$ cat src/rtl/tzc_pkg.sv
package tzc_pkg;
  localparam int DATA_W = 64;
  localparam int IDX_W  = $clog2(DATA_W);
  localparam int CNT_W  = IDX_W + 1;

  typedef enum logic [1:0] {
    SZ16  = 2'b00,
    SZ32  = 2'b01,
    SZ64  = 2'b10,
    SZ64X = 2'b11
  } opsize_e;

  // number of operand bits selected by a size code
  function automatic logic [CNT_W-1:0] size_bits(opsize_e s);
    case (s)
      SZ16:    return CNT_W'(16);
      SZ32:    return CNT_W'(32);
      default: return CNT_W'(DATA_W);
    endcase
  endfunction

  // mask of the bits that take part in the count
  function automatic logic [DATA_W-1:0] size_mask(opsize_e s);
    logic [DATA_W-1:0] ones;
    ones = '1;
    return ones >> (DATA_W - int'(size_bits(s)));
  endfunction
endpackage

$ cat src/rtl/tz_prio_tree.sv
module tz_prio_tree #(
  parameter int W = 64,
  localparam int LW = $clog2(W),
  localparam int LV = $clog2(W)
) (
  input  logic [W-1:0]  bits,
  output logic          found,
  output logic [LW-1:0] first_idx
);
  for (genvar k = 0; k <= LV; k++) begin : g_lvl
    localparam int N = W >> k;
    logic [N-1:0]    any;
    logic [N*LW-1:0] idx;
    if (k == 0) begin : g_leaf
      assign any = bits;
      assign idx = '0;
    end else begin : g_node
      for (genvar j = 0; j < N; j++) begin : g_pair
        logic lo_any, hi_any;
        logic [LW-1:0] lo_idx, hi_idx;
        assign lo_any = g_lvl[k-1].any[2*j];
        assign hi_any = g_lvl[k-1].any[2*j+1];
        assign lo_idx = g_lvl[k-1].idx[(2*j)*LW +: LW];
        assign hi_idx = g_lvl[k-1].idx[(2*j+1)*LW +: LW];
        assign any[j] = lo_any | hi_any;
        assign idx[j*LW +: LW] = lo_any ? lo_idx
                                        : (hi_idx | LW'(1 << (k-1)));
      end
    end
  end

  assign found     = g_lvl[LV].any[0];
  assign first_idx = g_lvl[LV].idx[LW-1:0];
endmodule

$ cat src/rtl/tz_result.sv
module tz_result
  import tzc_pkg::*;
(
  input  logic [DATA_W-1:0] src,
  input  opsize_e           size,
  input  logic              legacy,
  input  logic [DATA_W-1:0] prev,
  output logic [DATA_W-1:0] result,
  output logic              cf,
  output logic              zf,
  output logic              legacy_hit
);
  logic [DATA_W-1:0] sel_bits;
  logic              found;
  logic [IDX_W-1:0]  first_idx;
  logic [CNT_W-1:0]  cnt;
  logic [CNT_W-1:0]  op_bits;

  assign op_bits  = size_bits(size);
  assign sel_bits = src & size_mask(size);

  tz_prio_tree #(.W(DATA_W)) u_tree (
    .bits      (sel_bits),
    .found     (found),
    .first_idx (first_idx)
  );

  assign cnt        = found ? {1'b0, first_idx} : op_bits;
  assign legacy_hit = legacy & ~found;

  always_comb begin
    if (legacy_hit) begin
      result = prev;
      cf     = 1'b0;
      zf     = 1'b1;
    end else begin
      result = {{(DATA_W-CNT_W){1'b0}}, cnt};
      cf     = ~found;
      zf     = (cnt == '0);
    end
  end
endmodule

$ cat src/rtl/tz_count_unit.sv
module tz_count_unit
  import tzc_pkg::*;
#(
  parameter bit REG_OUT = 1'b1
) (
  input  logic              clk,
  input  logic              rst,
  input  logic              in_valid,
  input  logic [DATA_W-1:0] src,
  input  logic [1:0]        op_size,
  input  logic              legacy_scan,
  input  logic [DATA_W-1:0] prev_dest,
  output logic              out_valid,
  output logic [DATA_W-1:0] result,
  output logic              flag_c,
  output logic              flag_z,
  output logic [3:0]        other_flags
);
  logic [DATA_W-1:0] res_c;
  logic              cf_c, zf_c, hit_c;
  logic              hit_out;

  tz_result u_res (
    .src        (src),
    .size       (opsize_e'(op_size)),
    .legacy     (legacy_scan),
    .prev       (prev_dest),
    .result     (res_c),
    .cf         (cf_c),
    .zf         (zf_c),
    .legacy_hit (hit_c)
  );

  if (REG_OUT) begin : g_reg
    logic [DATA_W-1:0] res_q;
    logic              cf_q, zf_q, hit_q, vld_q;
    always_ff @(posedge clk) begin
      if (rst) vld_q <= 1'b0;
      else     vld_q <= in_valid;
      if (in_valid) begin
        res_q <= res_c;
        cf_q  <= cf_c;
        zf_q  <= zf_c;
        hit_q <= hit_c;
      end
    end
    assign out_valid = vld_q;
    assign result    = res_q;
    assign flag_c    = cf_q;
    assign flag_z    = zf_q;
    assign hit_out   = hit_q;
  end else begin : g_comb
    assign out_valid = in_valid;
    assign result    = res_c;
    assign flag_c    = cf_c;
    assign flag_z    = zf_c;
    assign hit_out   = hit_c;
  end

  assign other_flags = 4'b0000;
endmodule

$ cat config.mk
export PLATFORM = sky130hd
export DESIGN_NAME = tz_count_unit
export DESIGN_NICKNAME = d
export VERILOG_FILES = /design/src/rtl/tzc_pkg.sv /design/src/rtl/tz_prio_tree.sv /design/src/rtl/tz_result.sv /design/src/rtl/tz_count_unit.sv
export SDC_FILE = /design/constraint.sdc
export NUM_CORES = 1
export LEC_CHECK = 0
export BUFFER_PORTS_ARGS = -buffer_cell sky130_fd_sc_hd__buf_2
export CORE_MARGIN = 5
export CORE_UTILIZATION = 45
export CTS_BUF_LIST = sky130_fd_sc_hd__clkbuf_2 sky130_fd_sc_hd__clkbuf_4 sky130_fd_sc_hd__clkbuf_8
export CTS_CLUSTER_DIAMETER = 50
export CTS_CLUSTER_SIZE = 10
export DETAILED_ROUTE_END_ITERATION = 10
export GPL_ROUTABILITY_DRIVEN = 0
export PLACE_DENSITY = 0.83
export SKIP_LAST_GASP = 1
export SLEW_MARGIN = 30
export SYNTH_ARGS = -nofsm -noshare
export SYNTH_HDL_FRONTEND = slang
export SYNTH_SLANG_ARGS = --single-unit
$ cat constraint.sdc
create_clock -name clk -period 2.9 [get_ports clk]
set_clock_uncertainty 0.05 [all_clocks]
set_input_delay 0.29 -clock clk [delete_from_list [all_inputs] [get_ports clk]]
set_output_delay 0.29 -clock clk [all_outputs]
set_load 0.05 [all_outputs]
==> impl_metrics.toml <==
[run_status]
status = "finished clean"

[cts]
postCtsHoldBufs = 0
cts_setup_buffers = 0
cts_tree = "yes"
htree_levels = 3
cts-buffers-inserted = 9
post_cts_resized = 0
clock-root-buffer = "clkbuf_8"
clk_pin_slew_worst_paths_ps = 70
clockBufferDepth = 2
clkSinkCount = 67

[sta]
clock.fmax_ghz = 0.4648
setup_viol = 0
slew_violations = 0
finalCritPeriodShare_pct = 74.19
whs_ps = 49.27
period_needed_ps = 2152
relSlewSlack_pct = 50.01
tightestPinTransition_ps = 740.2
finalSetupTns_ps = 0
hold_viol_final = 0
rsz0062_at_grt = "no"

[setup_path]
cp_data_required_time_ps = 2930
path_class = "in2reg"
worstPathCellList = "buf_2 -> nor4_2 -> nand4_2 -> or3_1 -> nor3_4 -> buf_4 -> o31ai_1"
crit_start = "src[4]"
path_max_fanout = 34
cp_slowest_stage_delay_ps = 550
worst_path_max_delay_cell = "or3_1"
cp_num_buf_inv = 2
startpoint_type = "input pin"
critPathTopFamily = "simple AND/OR/NAND/NOR gates"
endpoint_kind = "flop"
critPathArrivalTime_ps = 2180

[global_route]
grt_pass1_wl_um = 13290
grt_usage_pct = 18.97
antenna_found_initial = 0
grt_start_max_net_pins = 35
grt_overflow = 0
grt_pass1_vias = 2901

[detailed_routing]
wl_um = 9046
drtPass1Iterations = 4
avgRoutedWirePerCell_um = 15.28
ant_nets = 0
remaining_drc_errors = 0
initialDrtViolationCount = 154
routed-via-count = 2925
viasPerCell = 4.941

[placement]
place_inst = 576
dpl.hpwl_um = 7512
io_buffers = 200
postPlaceCellArea_um2 = 4418

[die]
num_rows = 31
core_um2 = 7253
io_pins = 205
start_util_pct = 46.39
die_y_um = 96.47
die_w_um = 96.47
die_area_um2 = 9306

[synthesis]
post-synth-top-count-cell = "edfxtp_1"
synth_cells = 282
async_flop_share_pct = 0
synth_edf_count = 66
synth_commonest_cells = "66 x edfxtp_1, 57 x and2_1, 24 x nor2_1"
yosys_warnings = 0
yosysSeqAreaShare_pct = 59.50
synth_area_leader_cell = "edfxtp_1"
syn_area_per_cell_um2 = 11.93
syn_area_um2 = 3364
yosysTopAreaCellShare_pct = 58.91
synthFlopType = "edfxtp_1"
synth.ff_latch_count = 67
synthTopCellsByArea = "edfxtp_1 59%, and2_1 11%, a21oi_1 2.8%"
synth.distinct_cells = 46

[power]
seq_power_share_pct = 48.3
power_switching_w = 0.0006666
cellPowerDensity_nw_per_um2 = 503.3
power_frac_clock_pct = 32.5
internal_power_w = 0.001659
p_comb_share_pct = 19.3
ir_drop_uv = 192.2
switching_share_pct = 28.67
p_total_w = 0.002325
leakagePower_nw = 2.032

[final_layout]
synthToLayoutAreaGrowth_pct = 37.34
drive_gt1_share_pct = 47.06
final_cells = 592
design_area_um2 = 4621
antennaDiodeCount = 0
num-fill-cells = 587
fin_nets = 622

[hold_path]
hold_class = "in2reg"
min-delay-start = "rst"

[job]
drv_cap = 0
## logic make-up (layout without fill, tap and decap cells)
family / after synthesis / in the layout / share of synthesized area [%]
and+or+nand+nor: 134 / 134 / 24.43
DFF: 67 / 67 / 59.50
AOI/OAI and AO/OA: 55 / 55 / 10.78
buffers and inverters: 23 / 231 / 4.574
muxes: 2 / 2 / 0.5950
other: 1 / 4 / 0.1115
## layer usage
metal	global-route usage, %	wire length, um
met1	21.29	3279
met2	33.56	4519
met3	5.035	1012
met4	8.645	233
met5	0	0
## through the flow
| step | setup slack [ps] | util [%] |
|---|---|---|
| final | 748.4 | 63.71 |
| after global routing | 580.6 | 63.71 |
| after CTS | 767.4 | 63.71 |
| after global placement | 450.9 | 60.91 |
| after detailed placement | 395.7 | 60.91 |
| after floorplan | 667.2 | - |
## flip-flops by register name, summed over array words and instances, names as in the netlist
| signal | count |
|---|---|
| flag_z | 1 |
| result | 64 |
| out_valid | 1 |
| flag_c | 1 |
## cells in the final DEF, fill, tap and decap left out, types with 3 or more instances in the layout
| cell | count |
|---|---|
| nor2b_1 | 8 |
| o211ai_1 | 3 |
| clkbuf_8 | 10 |
| nand2b_1 | 3 |
| nand2_1 | 8 |
| o21ai_0 | 9 |
| edfxtp_1 | 66 |
| buf_4 | 4 |
| conb_1 | 4 |
| and2_1 | 57 |
| a21oi_1 | 19 |
| nor4_1 | 15 |
| or2_2 | 3 |
| buf_2 | 200 |
| nor3_1 | 6 |
| nor4_4 | 3 |
| nor2_1 | 24 |
| inv_1 | 11 |
## area by class of cell
class	count	area (um^2)	area share, %
Tap cell	99	123.9	2.681
Multi-Input combinational cell	195	1220	26.40
Timing Repair Buffer	204	1031	22.31
Inverter	11	41.29	0.8936
Clock inverter	6	65.06	1.408
Sequential cell	67	2002	43.33
Clock buffer	10	137.6	2.979
## worst paths after layout
kind                     to  slack (ps)  cells after the start
hold / removal    out_valid          50                      2
setup / recovery  result[4]         750                      7
## power by group through the flow
| stage | Combinational, W | Sequential [W] | Clock, W |
|---|---|---|---|
| 2_1_floorplan | 0.0000718 | 0.00133 | 0 |
| 3_3_place_gp | 0.000444 | 0.00114 | 0 |
| 3_5_place_dp | 0.000449 | 0.00114 | 0 |
| 4_1_cts | 0.000450 | 0.00112 | 0.000788 |
| 5_1_grt | 0.000475 | 0.00113 | 0.000828 |
| 6_report | 0.000448 | 0.00112 | 0.000755 |
No activity file was read; power rests on OpenSTA's default activity.
